## config.mk

```make
export PLATFORM = sky130hd
export DESIGN_NAME = cfg_latch
export DESIGN_NICKNAME = d
export VERILOG_FILES = /design/src/rtl/cfg_latch_pkg.sv /design/src/rtl/cfg_sync.sv /design/src/rtl/cfg_latch_ctrl.sv /design/src/rtl/cfg_latch_data.sv /design/src/rtl/cfg_latch.sv
export SDC_FILE = /design/constraint.sdc
export NUM_CORES = 1
export LEC_CHECK = 0
export BUFFER_PORTS_ARGS = -buffer_cell sky130_fd_sc_hd__buf_2
export CORE_ASPECT_RATIO = 0.8
export CORE_MARGIN = 1
export CORE_UTILIZATION = 40
export DETAILED_ROUTE_END_ITERATION = 8
export GPL_ROUTABILITY_DRIVEN = 0
export PLACE_DENSITY = 0.66
export SYNTH_ARGS = -nofsm -noshare
export SYNTH_HDL_FRONTEND = slang
export SYNTH_SLANG_ARGS = --single-unit
export TNS_END_PERCENT = 10
```

## constraint.sdc

```tcl
create_clock -name clk -period 1.6 [get_ports clk]
set_clock_uncertainty 0.15 [all_clocks]
set_input_delay 0.08 -clock clk [delete_from_list [all_inputs] [get_ports clk]]
set_output_delay 0.08 -clock clk [all_outputs]
set_load 0.005 [all_outputs]
```

## src/rtl/cfg_latch_pkg.sv

```systemverilog
package cfg_latch_pkg;

  // strobes handed from the control to the datapath, one system clock wide
  typedef struct packed {
    logic shiftEn;   // one-cycle pulse on a serial clock rising edge
    logic serBit;    // synchronized serial data bit
    logic serOpen;   // serial latch transparent
    logic parOpen;   // parallel latch transparent
  } strobes_t;

endpackage

```

## src/rtl/cfg_sync.sv

```systemverilog
module cfg_sync #(
  parameter int WIDTH  = 4,
  parameter int STAGES = 2
) (
  input  logic             clk,
  input  logic             rst_n,
  input  logic [WIDTH-1:0] din,
  output logic [WIDTH-1:0] dout
);

  logic [WIDTH-1:0] stage [STAGES];

  for (genvar s = 0; s < STAGES; s++) begin : g_stage
    always_ff @(posedge clk or negedge rst_n) begin
      if (!rst_n) begin
        stage[s] <= '0;
      end else if (s == 0) begin
        stage[s] <= din;
      end else begin
        stage[s] <= stage[(s == 0) ? 0 : s - 1];
      end
    end
  end

  assign dout = stage[STAGES-1];

endmodule

```

## src/rtl/cfg_latch_ctrl.sv

```systemverilog
module cfg_latch_ctrl
  import cfg_latch_pkg::*;
#(
  parameter int SYNC_STAGES = 2
) (
  input  logic     clk,
  input  logic     rst_n,
  input  logic     serClk,
  input  logic     serData,
  input  logic     serLoad,
  input  logic     parLoad,
  output strobes_t strobes
);

  localparam int NUM_IN = 4;

  logic [NUM_IN-1:0] rawIn;
  logic [NUM_IN-1:0] syncIn;
  logic              serClkPrev;

  assign rawIn = {serClk, serData, serLoad, parLoad};

  cfg_sync #(.WIDTH(NUM_IN), .STAGES(SYNC_STAGES)) u_sync (
    .clk  (clk),
    .rst_n(rst_n),
    .din  (rawIn),
    .dout (syncIn)
  );

  always_ff @(posedge clk or negedge rst_n) begin
    if (!rst_n) serClkPrev <= 1'b0;
    else        serClkPrev <= syncIn[3];
  end

  always_comb begin
    strobes.shiftEn = syncIn[3] & ~serClkPrev;
    strobes.serBit  = syncIn[2];
    strobes.serOpen = syncIn[1];
    strobes.parOpen = ~syncIn[0];
  end

endmodule

```

## src/rtl/cfg_latch_data.sv

```systemverilog
module cfg_latch_data
  import cfg_latch_pkg::*;
#(
  parameter int M_W = 7,
  parameter int N_W = 2,
  parameter int T_W = 3
) (
  input  logic           clk,
  input  logic           rst_n,
  input  strobes_t       strobes,
  input  logic [M_W-1:0] parM,
  input  logic [N_W-1:0] parN,
  output logic [M_W-1:0] cfgM,
  output logic [N_W-1:0] cfgN,
  output logic [T_W-1:0] cfgT
);

  localparam int SHIFT_W = M_W + N_W + T_W;
  localparam int N_LO    = T_W;
  localparam int M_LO    = T_W + N_W;

  logic [SHIFT_W-1:0] shiftReg;

  // serial word, oldest bit travels toward the top
  always_ff @(posedge clk or negedge rst_n) begin
    if (!rst_n)               shiftReg <= '0;
    else if (strobes.shiftEn) shiftReg <= {shiftReg[SHIFT_W-2:0], strobes.serBit};
  end

  // divider fields: parallel path first, serial second
  always_ff @(posedge clk or negedge rst_n) begin
    if (!rst_n) begin
      cfgM <= '1;
      cfgN <= '1;
    end else if (strobes.parOpen) begin
      cfgM <= parM;
      cfgN <= parN;
    end else if (strobes.serOpen) begin
      cfgM <= shiftReg[M_LO +: M_W];
      cfgN <= shiftReg[N_LO +: N_W];
    end
  end

  // test-select field: serial path only
  always_ff @(posedge clk or negedge rst_n) begin
    if (!rst_n)               cfgT <= '0;
    else if (strobes.serOpen) cfgT <= shiftReg[T_W-1:0];
  end

endmodule

```

## src/rtl/cfg_latch.sv

```systemverilog
module cfg_latch
  import cfg_latch_pkg::*;
#(
  parameter int M_W         = 7,
  parameter int N_W         = 2,
  parameter int T_W         = 3,
  parameter int SYNC_STAGES = 2
) (
  input  logic           clk,
  input  logic           rst_n,
  input  logic           serClk,
  input  logic           serData,
  input  logic           serLoad,
  input  logic           parLoad,
  input  logic [M_W-1:0] parM,
  input  logic [N_W-1:0] parN,
  output logic [M_W-1:0] cfgM,
  output logic [N_W-1:0] cfgN,
  output logic [T_W-1:0] cfgT
);

  strobes_t strobes;

  cfg_latch_ctrl #(.SYNC_STAGES(SYNC_STAGES)) u_ctrl (
    .clk    (clk),
    .rst_n  (rst_n),
    .serClk (serClk),
    .serData(serData),
    .serLoad(serLoad),
    .parLoad(parLoad),
    .strobes(strobes)
  );

  cfg_latch_data #(.M_W(M_W), .N_W(N_W), .T_W(T_W)) u_data (
    .clk    (clk),
    .rst_n  (rst_n),
    .strobes(strobes),
    .parM   (parM),
    .parN   (parN),
    .cfgM   (cfgM),
    .cfgN   (cfgN),
    .cfgT   (cfgT)
  );

endmodule

```

Yosys cells after proc, flatten, opt, wreduce, memory -nomap -nowiden
Cells that the tools add are included.

Bits of input ports: 15. Flip-flop bits (word level): 33.

Multiplexer cells: 4. Bitwise logic cells: 2. Equal/unequal tests: 1.

Operators with widths (count): $mux W7 (2); $mux W2 (2); $ne A2 B1 Y1 const B (1); $and A1 B1 Y1 (1); $not A1 Y1 (1).

Depth between registers and ports, before layout
Depth in word-level cells: 2. Depth in mapped cells: 4. Depth with buffers taken out: 2.

Hierarchy
A second synthesis with hierarchy kept.

Cell total of the unflattened synthesis: 85. Area, all modules: 1255.0 um^2.

By module, submodules not included: cfg_latch_data (seq. area each 611.8 um^2, cells each 70, area each 982.2 um^2, instances 1); cfg_sync (seq. area each 200.2 um^2, cells each 12, area each 230.2 um^2, instances 1); cfg_latch_ctrl (seq. area each 25.0 um^2, cells each 3, area each 42.5 um^2, instances 1).

Worst setup path before layout
Ideal clock, no wire load.

Path type: register to register. Start: register u_ctrl.serClkPrev. End: register u_data.shiftReg[0]. Data arrival time: 0.966 ns. Path buffers: 1. Library setup time: 0.125 ns. Clock period less this slack: 1.241 ns. Path slack: 0.359 ns. Stages on the path, launching flop included: 4. Required time: 1.325 ns. Path through: dfrtp_1 -> nor2b_4 -> buf_12 -> mux2_4.

Word-level cells in the longest chain between the ends: 2.

RTL lines: start: declaration (line cfg_latch_ctrl.sv:19) `logic serClkPrev;`; start signal: assignment (line cfg_latch_ctrl.sv:32) `else serClkPrev <= syncIn[3];`; $not A1 Y1 (line cfg_latch_ctrl.sv:36) `strobes.shiftEn = syncIn[3] & ~serClkPrev;`; $and A1 B1 Y1 (line cfg_latch_ctrl.sv:36); end signal: assignment (line cfg_latch_data.sv:27) `else if (strobes.shiftEn) shiftReg <= {shiftReg[SHIFT_W-2:0], strobes.serBit};`; end: declaration (line cfg_latch_data.sv:22) `logic [SHIFT_W-1:0] shiftReg;`.

Every way passes these cells. A chain may end at the register's enable or synchronous reset.

Worst setup path after layout
Start: register u_ctrl.serClkPrev. End: register u_data.shiftReg[11].

The elaborated chain is that of the path after synthesis.

==> impl_metrics.py <==
metrics = {
    "drt": {
        "drt-total-wl_mm": 1.90,
        "route.detailed.drc": 0,
        "vias": 732,
        "antenna_left": 0,
        "drt_iter0_markers": 21,
        "firstDrtPassIters": 2,
        "post_drt_wl_per_cell_um": 11.7,
        "vias_per_cell": 4.49,
    },
    "grt": {
        "grt_antenna_before_repair": 0,
        "grt_max_degree": 34,
        "grt_pass1_vias": 793,
        "track_usage_pct": 14.7,
        "grt_pass1_wl_mm": 3.53,
        "overflow": 0,
    },
    "power_and_ir_drop": {
        "p_leak_uw": 0.000777,
        "peakVddDrop_uv": 749,
        "cellPowerDensity_nw_per_um2": 1390,
    },
    "synthesis": {
        "synthTopCellsByArea": "dfrtp_1 (47%), dfstp_2 (19%), mux2_4 (12%)",
        "postSynthAreaPerCell_um2": 15.8,
        "synth_top_area_share_pct": 47.4,
        "syn_inst": 80,
        "synth_compound_area_share_pct": 3.55,
        "netlist_area_um2": 1270,
        "yosys.area_share.adder_pct": 0,
        "synth-seq-cells": 33,
        "ys_types": 11,
        "yosysWarnings": 0,
        "yosys.area_share.simple_pct": 3.75,
        "synth_top_cell_by_area": "dfrtp_1",
        "ys_seq_area_share_pct": 66.0,
        "synthMuxAreaShare_pct": 23.4,
        "synth_top_family_by_area": "multiplexers",
        "synth_xor_xnor_area_share_pct": 0,
        "syn_nets": 95,
    },
    "setup_path": {
        "r2r_cells": 2,
        "critPathKind": "register to register",
        "crit_arrival_ns": 1.45,
        "startpoint_type": "register",
        "cp.required_ns": 1.62,
        "reg2reg_to": "u_data.shiftReg[11]",
        "rr_startpoint": "u_ctrl.serClkPrev",
        "crit_path_end_kind": "register",
        "crit_start": "u_ctrl.serClkPrev",
        "r2r_slack_ns": 0.17,
        "crit_fanout": 12,
        "crit_end": "u_data.shiftReg[11]",
    },
    "cells_and_area": {
        "final_cell_mix": "buf_2 (26), dfrtp_1 (24), dlygate4sd3_1 (14)",
        "utilization_pct": 57.2,
        "fin_area_um2": 1640,
        "diodes": 0,
        "layout.nets": 139,
        "final_common_cell": "buf_2",
        "drive_gt1_share_pct": 46.4,
        "area_delta_synth_final_pct": 29.5,
    },
    "cts": {
        "cts_num_sinks": 33,
        "clk_pin_slew_worst_paths_ns": 0.06,
        "cts_resized": 0,
        "cts_buffers": 5,
        "htree_levels": 2,
        "clockBufferDepth": 2,
        "root_buffer": "clkbuf_8",
        "cts_tree": "done",
        "clk-insertion-delay-late_ns": 0.28,
    },
    "die": {
        "coreArea_um2": 2870,
        "dieArea_um2": 3400,
        "num_rows": 17,
        "die_x_um": 64.9,
        "ios": 27,
        "fp.dieH_um": 52.4,
        "initial_core_util_pct": 44.1,
    },
    "timing": {
        "slew_viol_final": 0,
        "worstMarginPinSlew_ns": 0.679,
        "finalCritPeriodShare_pct": 89.7,
        "relSlewSlack_pct": 54.7,
        "fmax_mhz": 697,
        "setup_viol": 0,
        "finalCriticalPeriod_ns": 1.43,
        "rsz0062_at_grt": "no",
        "hold_violations": 0,
        "setup_tns_ns": 0,
    },
    "placement": {
        "hpwl_mm": 1.26,
        "numPortBuffers": 26,
        "placed_area_um2": 1410,
    },
    "run_status": {
        "status": "complete, no violations",
    },
    "flow_run": {
        "max_cap_viol_count": 0,
    },
    "min_path": {
        "min_path_type": "register to register",
    },
}
flip-flops by register name, summed over array words and instances (netlist names):
name                 flops
u_ctrl.u_sync.dout       4
u_data.cfgT              3
u_data.cfgN              2
u_data.cfgM              7
u_ctrl.u_sync.stage      4
u_data.shiftReg         12
u_ctrl.serClkPrev        1
worst max-delay path, stage by stage (launching register included):
cell and delay, ns:
dfrtp_1 0.40, nor2b_4 0.39, mux2_2 0.39
stage by stage:
step	setup slack (ns)	instances	power [µW]	hold slack [ns]
6_report	0.165	163	2270	0.197
5_1_grt	0.110	163	2440	0.207
4_1_cts	0.141	163	2320	0.200
3_5_place_dp	0.162	141	1660	0.0236
3_3_place_gp	0.195	141	1630	0.00358
2_1_floorplan	0.359	80	1500	-0.366
what timing repair did:
item	4_1_cts	5_1_grt
hold endpoints to repair	37	0
hold buffers	14	0
buffers inserted	0	0
setup endpoints to repair	0	0
synthesized netlist by cell type:
cell type  instances
a21oi_1            9
buf_12             1
buf_2              2
buf_6              1
dfrtp_1           24
dfstp_2            9
mux2_2             5
mux2_4            10
mux2i_1            9
nor2_1             9
nor2b_4            1
area by class of cell:
type / instances / area, µm²
well taps: 38 / 47.5
multi-input cells: 43 / 389
flip-flops and latches: 33 / 837
fillers: 256 / 1230
repair buffers: 41 / 278
clock buffers: 8 / 90.1
cells by family after synthesis:
family          Yosys count
compound gates            9
buf+inv                   4
flops                    33
mux                      24
simple gates             10
per-layer routing:
metal  wire length (µm)  vias up  GRT usage, %
met5                  0        -             0
met4                 18        0          4.44
met3                140        2          7.61
met2                821       23          21.9
met1                924      346          18.5
li1                   -      361             -
worst min path at each step:
stage                     slack (ns)                   start  cells past startpoint               endpoint
final                           0.20  u_ctrl.u_sync.stage[6]                      0  u_ctrl.u_sync.dout[2]
after global routing            0.21  u_ctrl.u_sync.stage[5]                      0  u_ctrl.u_sync.dout[1]
after CTS                       0.20  u_ctrl.u_sync.stage[6]                      0  u_ctrl.u_sync.dout[2]
after detailed placement        0.02                   rst_n                      1     u_data.shiftReg[8]
after global placement         0.004                   rst_n                      1     u_data.shiftReg[8]
after floorplan                -0.37                   rst_n                      0      u_ctrl.serClkPrev
power by group:
part	switching, µW	total [µW]	internal (µW)
registers	147	1220	1070
clock network	266	616	350
logic	132	439	307
Note: power is estimated with default switching activity, not from simulation.
